===== config.mk =====
export PLATFORM = sky130hd
export DESIGN_NAME = dstk_ctrl
export DESIGN_NICKNAME = d
export VERILOG_FILES = /design/src/rtl/dstk_pkg.sv /design/src/rtl/dstk_ptr.sv /design/src/rtl/dstk_refill.sv /design/src/rtl/dstk_cache.sv /design/src/rtl/dstk_ctrl.sv
export SDC_FILE = /design/constraint.sdc
export NUM_CORES = 1
export LEC_CHECK = 0
export CAP_MARGIN = 10
export CELL_PAD_IN_SITES_DETAIL_PLACEMENT = 1
export CELL_PAD_IN_SITES_GLOBAL_PLACEMENT = 1
export CORE_ASPECT_RATIO = 0.7
export CORE_MARGIN = 4
export CORE_UTILIZATION = 39
export DETAILED_ROUTE_END_ITERATION = 16
export DONT_BUFFER_PORTS = 1
export PLACE_DENSITY_LB_ADDON = 0.08
export REMOVE_ABC_BUFFERS = 1
export SKIP_CTS_REPAIR_TIMING = 1
export SLEW_MARGIN = 40
export SYNTH_ARGS = -nofsm -noshare
export SYNTH_HDL_FRONTEND = slang
export SYNTH_SLANG_ARGS = --single-unit

===== constraint.sdc =====
create_clock -name clk -period 1.8 [get_ports clk]
set_input_delay 0.27 -clock clk [delete_from_list [all_inputs] [get_ports clk]]
set_output_delay 0.27 -clock clk [all_outputs]
set_load 0.05 [all_outputs]

===== src/rtl/dstk_pkg.sv =====
package dstk_pkg;

   typedef enum logic [1:0] {
      OP_IDLE = 2'd0,
      OP_PUSH = 2'd1,
      OP_POP  = 2'd2,
      OP_CLR  = 2'd3
   } dstk_op_e;

   // clear beats push, push beats pop
   function automatic dstk_op_e pick_op(input logic clr, input logic push, input logic pop);
      dstk_op_e r;
      if (clr)       r = OP_CLR;
      else if (push) r = OP_PUSH;
      else if (pop)  r = OP_POP;
      else           r = OP_IDLE;
      return r;
   endfunction

   // ops that leave the memory port free for a refill read
   function automatic logic port_free(input dstk_op_e op);
      return (op == OP_IDLE) || (op == OP_POP);
   endfunction

endpackage


===== src/rtl/dstk_ptr.sv =====
module dstk_ptr
   import dstk_pkg::*;
#(
   parameter int AW = 16,
   parameter int PW = 8
)(
   input  logic          clk,
   input  logic          rst_n,
   input  dstk_op_e      op,
   output logic [AW-1:0] sp,
   output logic [AW-1:0] sp_above
);
   localparam int HW = AW - PW;
   localparam logic [PW-1:0] ONE = PW'(1);

   logic [PW-1:0] lo_q;
   logic [PW-1:0] lo_nx;
   logic [PW-1:0] lo_up;

   assign lo_up = lo_q + ONE;

   always_comb begin
      unique case (op)
         OP_CLR:  lo_nx = '1;
         OP_PUSH: lo_nx = lo_q - ONE;
         OP_POP:  lo_nx = lo_up;
         default: lo_nx = lo_q;
      endcase
   end

   always_ff @(posedge clk or negedge rst_n) begin
      if (!rst_n) lo_q <= '1;
      else        lo_q <= lo_nx;
   end

   generate
      if (HW > 0) begin : g_paged
         assign sp       = {{HW{1'b1}}, lo_q};
         assign sp_above = {{HW{1'b1}}, lo_up};
      end else begin : g_flat
         assign sp       = lo_q;
         assign sp_above = lo_up;
      end
   endgenerate

endmodule


===== src/rtl/dstk_refill.sv =====
module dstk_refill
   import dstk_pkg::*;
#(
   parameter int RD_LAT = 1
)(
   input  logic     clk,
   input  logic     rst_n,
   input  dstk_op_e op,
   output logic     rd_req,
   output logic     load
);
   logic pop_d_q;

   always_ff @(posedge clk or negedge rst_n) begin
      if (!rst_n) pop_d_q <= 1'b0;
      else        pop_d_q <= (op == OP_POP);
   end

   // delayed pop issues the read unless a push or clear owns the cycle
   assign rd_req = pop_d_q && port_free(op);

   generate
      if (RD_LAT == 0) begin : g_lat0
         assign load = rd_req;
      end else begin : g_lat1
         logic pend_q;
         always_ff @(posedge clk or negedge rst_n) begin
            if (!rst_n) pend_q <= 1'b0;
            else        pend_q <= rd_req;
         end
         assign load = pend_q && port_free(op);
      end
   endgenerate

endmodule


===== src/rtl/dstk_cache.sv =====
module dstk_cache
   import dstk_pkg::*;
#(
   parameter int DW = 8
)(
   input  logic          clk,
   input  logic          rst_n,
   input  dstk_op_e      op,
   input  logic          load,
   input  logic [DW-1:0] push_data,
   input  logic [DW-1:0] mem_rdata,
   output logic [DW-1:0] top
);
   logic [DW-1:0] top_q;

   always_ff @(posedge clk or negedge rst_n) begin
      if (!rst_n)              top_q <= '0;
      else if (op == OP_CLR)   top_q <= '0;
      else if (op == OP_PUSH)  top_q <= push_data;
      else if (load)           top_q <= mem_rdata;
   end

   assign top = top_q;

endmodule


===== src/rtl/dstk_ctrl.sv =====
module dstk_ctrl
   import dstk_pkg::*;
#(
   parameter int AW     = 16,
   parameter int PW     = 8,
   parameter int DW     = 8,
   parameter int RD_LAT = 1
)(
   input  logic          clk,
   input  logic          rst_n,
   input  logic          clr,
   input  logic          push,
   input  logic          pop,
   input  logic [DW-1:0] push_data,
   output logic [AW-1:0] sp,
   output logic [DW-1:0] top_data,
   output logic [AW-1:0] mem_addr,
   output logic          mem_we,
   output logic [DW-1:0] mem_wdata,
   output logic          mem_re,
   input  logic [DW-1:0] mem_rdata
);
   generate
      if (PW < 1 || PW > AW) begin : g_bad_pw
         $error("dstk_ctrl: PW must lie in 1..AW");
      end
      if (DW < 1) begin : g_bad_dw
         $error("dstk_ctrl: DW must be at least 1");
      end
      if (RD_LAT != 0 && RD_LAT != 1) begin : g_bad_lat
         $error("dstk_ctrl: RD_LAT must be 0 or 1");
      end
   endgenerate

   dstk_op_e      op;
   logic [AW-1:0] sp_above;
   logic          rd_req;
   logic          load;

   assign op = pick_op(clr, push, pop);

   dstk_ptr #(.AW(AW), .PW(PW)) u_ptr (
      .clk      (clk),
      .rst_n    (rst_n),
      .op       (op),
      .sp       (sp),
      .sp_above (sp_above)
   );

   dstk_refill #(.RD_LAT(RD_LAT)) u_refill (
      .clk    (clk),
      .rst_n  (rst_n),
      .op     (op),
      .rd_req (rd_req),
      .load   (load)
   );

   dstk_cache #(.DW(DW)) u_cache (
      .clk       (clk),
      .rst_n     (rst_n),
      .op        (op),
      .load      (load),
      .push_data (push_data),
      .mem_rdata (mem_rdata),
      .top       (top_data)
   );

   assign mem_we    = (op == OP_PUSH);
   assign mem_re    = rd_req;
   assign mem_wdata = push_data;
   assign mem_addr  = (op == OP_PUSH) ? sp : sp_above;

endmodule


# Word level (Yosys, flattened, before mapping)
# Cells that the tools add are included.
[op_classes]
n_addsub = 2
n_mul = 0
div = 0
n_lt_le_gt_ge = 0
n_eq_ne = 3
n_shift = 0
muxes = 8
bitwise = 0
reduce_logical = 6
[ops]
columns = ["op", "n"]
rows = [
  ["8-bit 2-to-1 mux", 4],
  ["8-bit case mux with 3 select lines", 1],
  ["8-bit by 1-bit adder with 8-bit output (second input constant)", 1],
  ["8-bit by 1-bit subtractor with 8-bit output (second input constant)", 1],
  ["2-bit 2-to-1 mux", 3],
  ["3-bit nonzero test", 2],
  ["2-bit equality test (second input constant)", 2],
  ["2-bit by 1-bit equality test with 1-bit output (second input constant)", 1],
  ["1-bit logical AND", 2],
  ["2-bit logical NOT", 1],
  ["1-bit logical OR", 1],
]
[word_totals]
ff_bits = 18
latchBits = 0
mem_bits_rw = 0
romBits = 0
input_bits = 21
output_inout_bits = 50
elab_cells = 23
mem_count = 0

# Depth between registers and ports, before layout
[logic_depth]
ltp_word = 9
depth_mapped = 7
ltp_nobuf = 6

# By module
# A second synthesis with hierarchy kept.
[hier_totals]
hier_cells = 167
hier_area_um2 = 1670.4
[by_module_without_submodules]
columns = ["mod", "instances", "cells_each", "area_each_um2", "seq_area_each_um2"]
rows = [
  ["dstk_ptr", 1, 104, 869.6, 210.2],
  ["dstk_cache", 1, 28, 394.1, 200.2],
  ["dstk_ctrl", 1, 30, 337.8, 0.0],
  ["dstk_refill", 1, 5, 68.8, 50.0],
]

# Worst setup path before layout
# OpenSTA, ideal clock, no wires.
[synth_path]
kind = "flip-flop to output port"
from = "register u_ptr.lo_q[2]"
to = "output mem_addr[7]"
arrival_time_ns = 2.236
t_required_ns = 1.530
path_slack_ns = -0.706
path_stages_with_launch = 6
n_path_buf = 1
cell_sequence = "dfstp_2 buf_4 and4_2 nand2_1 or2_1 xnor2_1"
[synth_via]
elab_chain_cells = 2
[synth_rtl]
columns = ["element", "line", "text"]
rows = [
  ["start, declared", "dstk_ptr.sv:16", "logic [PW-1:0] lo_q;"],
  ["start signal, assigned", "dstk_ptr.sv:33", "else lo_q <= lo_nx;"],
  ["8-bit by 1-bit adder with 8-bit output", "dstk_ptr.sv:20", "assign lo_up = lo_q + ONE;"],
  ["8-bit 2-to-1 mux", "dstk_ctrl.sv:71", "assign mem_addr = (op == OP_PUSH) ? sp : sp_above;"],
  ["end, declared", "dstk_ctrl.sv:17", "output logic [AW-1:0] mem_addr,"],
]
# No other way between the ends.

# Worst setup path in the final report
[layout_path]
from = "register u_ptr.lo_q[4]"
to = "output mem_addr[7]"
# The elaborated chain is that of the path after synthesis.

==> out/results.tsv <==
stage	metric	value	unit
critical_path	CP Data Arrival Time	1.68	ns
route	drt drc	0	
synthesis	register area share after synthesis	34.7	%
die	Die Width	77.8	microns
timing	RSZ-0062 raised after global routing	true	
critical_path	Setup crit start kind	flip-flop	
synthesis	share of flip-flops with an asynchronous set or reset	100	%
placement	Port Buffers	0	
route	Via Count	982	
synthesis	Post-Synth Adder-Cell Area	2.82	%
synthesis	flops & latches, synth	18	
critical_path	WS Path Type	reg -> out	
status	violated checks	setup timing	
finish	area grow syn2layout	16.0	%
synthesis	top_reg_cell synth	dfrtp_1	
clock_tree	H-tree depth	1	
timing	transition time at the pin with the least slew margin	0.816	ns
timing	final hold slack	0.0770	ns
clock_tree	cts bufs inserted	3	
placement	Final HPWL DP	2300	microns
synthesis	Gate Count Post-Synth	151	
pwr	Power, Total	0.00155	W
critical_path	CP max FO	2	
timing	Final Hold Fails	0	
timing	Final Max Tran Viols	0	
finish	Cell Count, Final, Fillers Out	206	
route	DR pass1 iterations	3	
timing	Tmin final	1.95	ns
finish	multi-input combinational cell area	736	sq um
global_routing	first-pass GRT wire length	4970	microns
clock_tree	CTS tree	yes	
pwr	Power Density	1000	mW/mm^2
die	Top Ports	71	
synthesis	Synth Area in Compound Gates	8.38	%
die	Core Box Area	0.00321	sq mm
pwr	Clk network pwr share	21.2	%
critical_path	Max stage delay on crit path	0.55	ns
timing	slew margin rel.	45.4	%
critical_path	CP max-delay cell	dfstp_2	
timing	Final WS setup	-0.151	ns
pwr	Net Sw Frac	43.2	%
worst_hold_path	Hold Path Class	in -> reg	
critical_path	worst endpoint required time	1.53	ns
clock_tree	CTS Sinks	18	
clock_tree	Max clock buf depth	2	
synthesis	XOR/XNOR Fraction of Synth Area	7.25	%
placement	gpl congestion	0.763	
finish	Layout Nets	184	
timing	fin crit share	108	%
pwr	Sw Pwr	0.000668	W
pwr	Pint	0.000878	W
global_routing	vias in the first global route	1013	
global_routing	gr ovfl total	0	
route	via/cell ratio	4.77	
pwr	IR drop worst, VDD	0.000537	V
synthesis	Mapped Area	0.00133	sq mm
synthesis	number of synthesized flops with an enable pin	0	
pwr	cell leakage power	0.675	nW
clock_tree	Clock Latency Late Sink	0.25	ns
pwr	Flop pwr share	33.0	%
finish	storage element area	460	sq um
synthesis	YS warnings	0	
placement	Place WS	0.111	ns
route	initial DRC count	16	
status	status	finished with violations	
die	initial core utilization	41.4	%
route	WL final	3130	microns
synthesis	library cells used by synthesis	35	
critical_path	worst path cell trace	and4_4 -> nand2_4 -> or2_4 -> xnor2_2 -> buf_6	
finish	layout cell share with drive strength beyond 1	31.4	%
clock_tree	CTS root buffer	clkbuf_8	
placement	Placed Cells	199	
clock_tree	Worst-path clk slew	0.07	ns
pwr	Logic pwr share	45.8	%
finish	diodes inserted	0	
route	Antenna Nets Post-Route	0	
route	Avg WL per Cell	15.2	microns
timing	fmax	513	MHz
global_routing	largest net degree at the start of global routing	28	
global_routing	GRT Resource Usage Total	14.2	%
finish	fillcell total	386	
die	die height	56.8	microns
synthesis	mux contribution to synthesized area	6.78	%
job	Max-cap violations	0	
synthesis	post-synthesis average cell area	8.80	sq um
synthesis	Synth Area in Simple Gates	21.0	%
die	die area	0.00442	sq mm
global_routing	initial antenna violation count	0	
timing	Final Skew	0.00109	ns
die	Std-Cell Rows	17	
synthesis	main combinational cell family by area after synthesis	simple AND/OR/NAND/NOR gates	
timing	# setup viols final	4	
critical_path	Worst Setup End Kind	primary output	
[cells in the mapped netlist, drive strengths merged (2+ instances only)]
library cell / n / share of area [%]
o21ai: 2 / 0.75
or2: 3 / 1.4
dfrtp: 10 / 19
xnor2: 10 / 6.6
ha: 3 / 2.8
a21oi: 10 / 3.8
nand2: 7 / 2.0
nand4: 3 / 1.4
inv: 4 / 1.1
nand3: 3 / 1.1
nand2b: 7 / 3.3
buf: 29 / 16
o21bai: 2 / 1.1
o22ai: 2 / 1.4
mux2i: 9 / 6.8
dfstp: 8 / 16
nor2: 21 / 5.9
clkbuf: 5 / 1.4
[path summary, 6_finish.rpt]
check / start / end / slack [ns] / cells after the start
min in group asynchronous: rst_n / u_cache.top[3]$_DFFE_PN0P_ / 0.55 / 1
hold reg to reg: u_refill.pop_d_q$_DFF_PN0_ / u_refill.g_lat1.pend_q$_DFF_PN0_ / 0.63 / 1
setup reg to reg: u_ptr.lo_q[2]$_DFFE_PN1P_ / u_ptr.lo_q[7]$_DFFE_PN1P_ / 0.15 / 5
setup / recovery: u_ptr.lo_q[4]$_DFFE_PN1P_ / mem_addr[7] / -0.15 / 5
max in group asynchronous: rst_n / u_cache.top[1]$_DFFE_PN0P_ / 0.74 / 1
hold / removal: clr / u_cache.top[1]$_DFFE_PN0P_ / 0.08 / 1
[registers in the layout, summed over array words and instances (netlist names)]
| register | cells |
|---|---|
| u_cache.top | 8 |
| u_refill.g_lat1.pend_q | 1 |
| u_ptr.lo_q | 8 |
| u_refill.pop_d_q | 1 |
[worst max-delay path, delay by kind of cell, from the launching register on]
family                 cells  cell delay (ns)
XOR/XNOR                   1             0.17
buffers and inverters      1             0.18
AND/OR/NAND/NOR            3             0.52
flip-flops                 1             0.55
[layout make-up]
| class | instances | share of cell area (%) |
|---|---|---|
| Tap cell | 47 | 3.81 |
| Inverter | 4 | 0.974 |
| Sequential cell | 18 | 29.9 |
| Timing Repair Buffer | 23 | 14.0 |
| Clock buffer | 4 | 3.57 |
| Multi-Input combinational cell | 110 | 47.7 |
[routing by layer]
layer	wire [microns]	GRT usage, %
met5	0	0
met3	251	5.61
met2	1500	23.3
met4	11	2.54
met1	1360	17.6
[power by group through the flow]
| stage | combinational [W] | sequential (W) | clock, W |
|---|---|---|---|
| floorplan | 0.000398 | 0.000590 | 0 |
| global placement | 0.000636 | 0.000512 | 0 |
| detailed placement | 0.000641 | 0.000513 | 0 |
| CTS | 0.000643 | 0.000507 | 0.000344 |
| global route | 0.000750 | 0.000516 | 0.000360 |
| finish | 0.000708 | 0.000510 | 0.000328 |
[cell families (layout without fill, tap and decap cells)]
kind of cell | after synthesis | after routing
simple gates | 53 | 53
buf+inv | 38 | 31
compound gates | 18 | 18
flops | 18 | 18
xor+xnor | 11 | 11
mux | 9 | 9
fa+ha+maj | 3 | 3
other cells | 1 | 16
[per-stage QoR]
stage               utilization, %  cell area, sq um  TNS (ns)
floorplan                        -              1150     -2.93
global placement              43.2              1390         0
detailed placement            43.4              1400         0
CTS                           45.2              1450    -0.921
global route                  48.0              1540    -0.825
finish                        48.0              1540    -0.338
[layout by cell type (no fill, tap or decap), types with 2 or more instances in the layout]
master	instances
nor2_1	21
conb_1	16
buf_4	15
a21oi_1	10
dfrtp_1	10
xnor2_1	9
mux2i_1	9
dfstp_2	8
nand2b_1	7
nand2_1	5
clkbuf_8	4
nand3_1	3
nand4_1	3
buf_6	3
inv_2	2
inv_1	2
or2_2	2
o21bai_1	2
ha_4	2
buf_12	2
No activity file was read; power rests on OpenSTA's default activity.
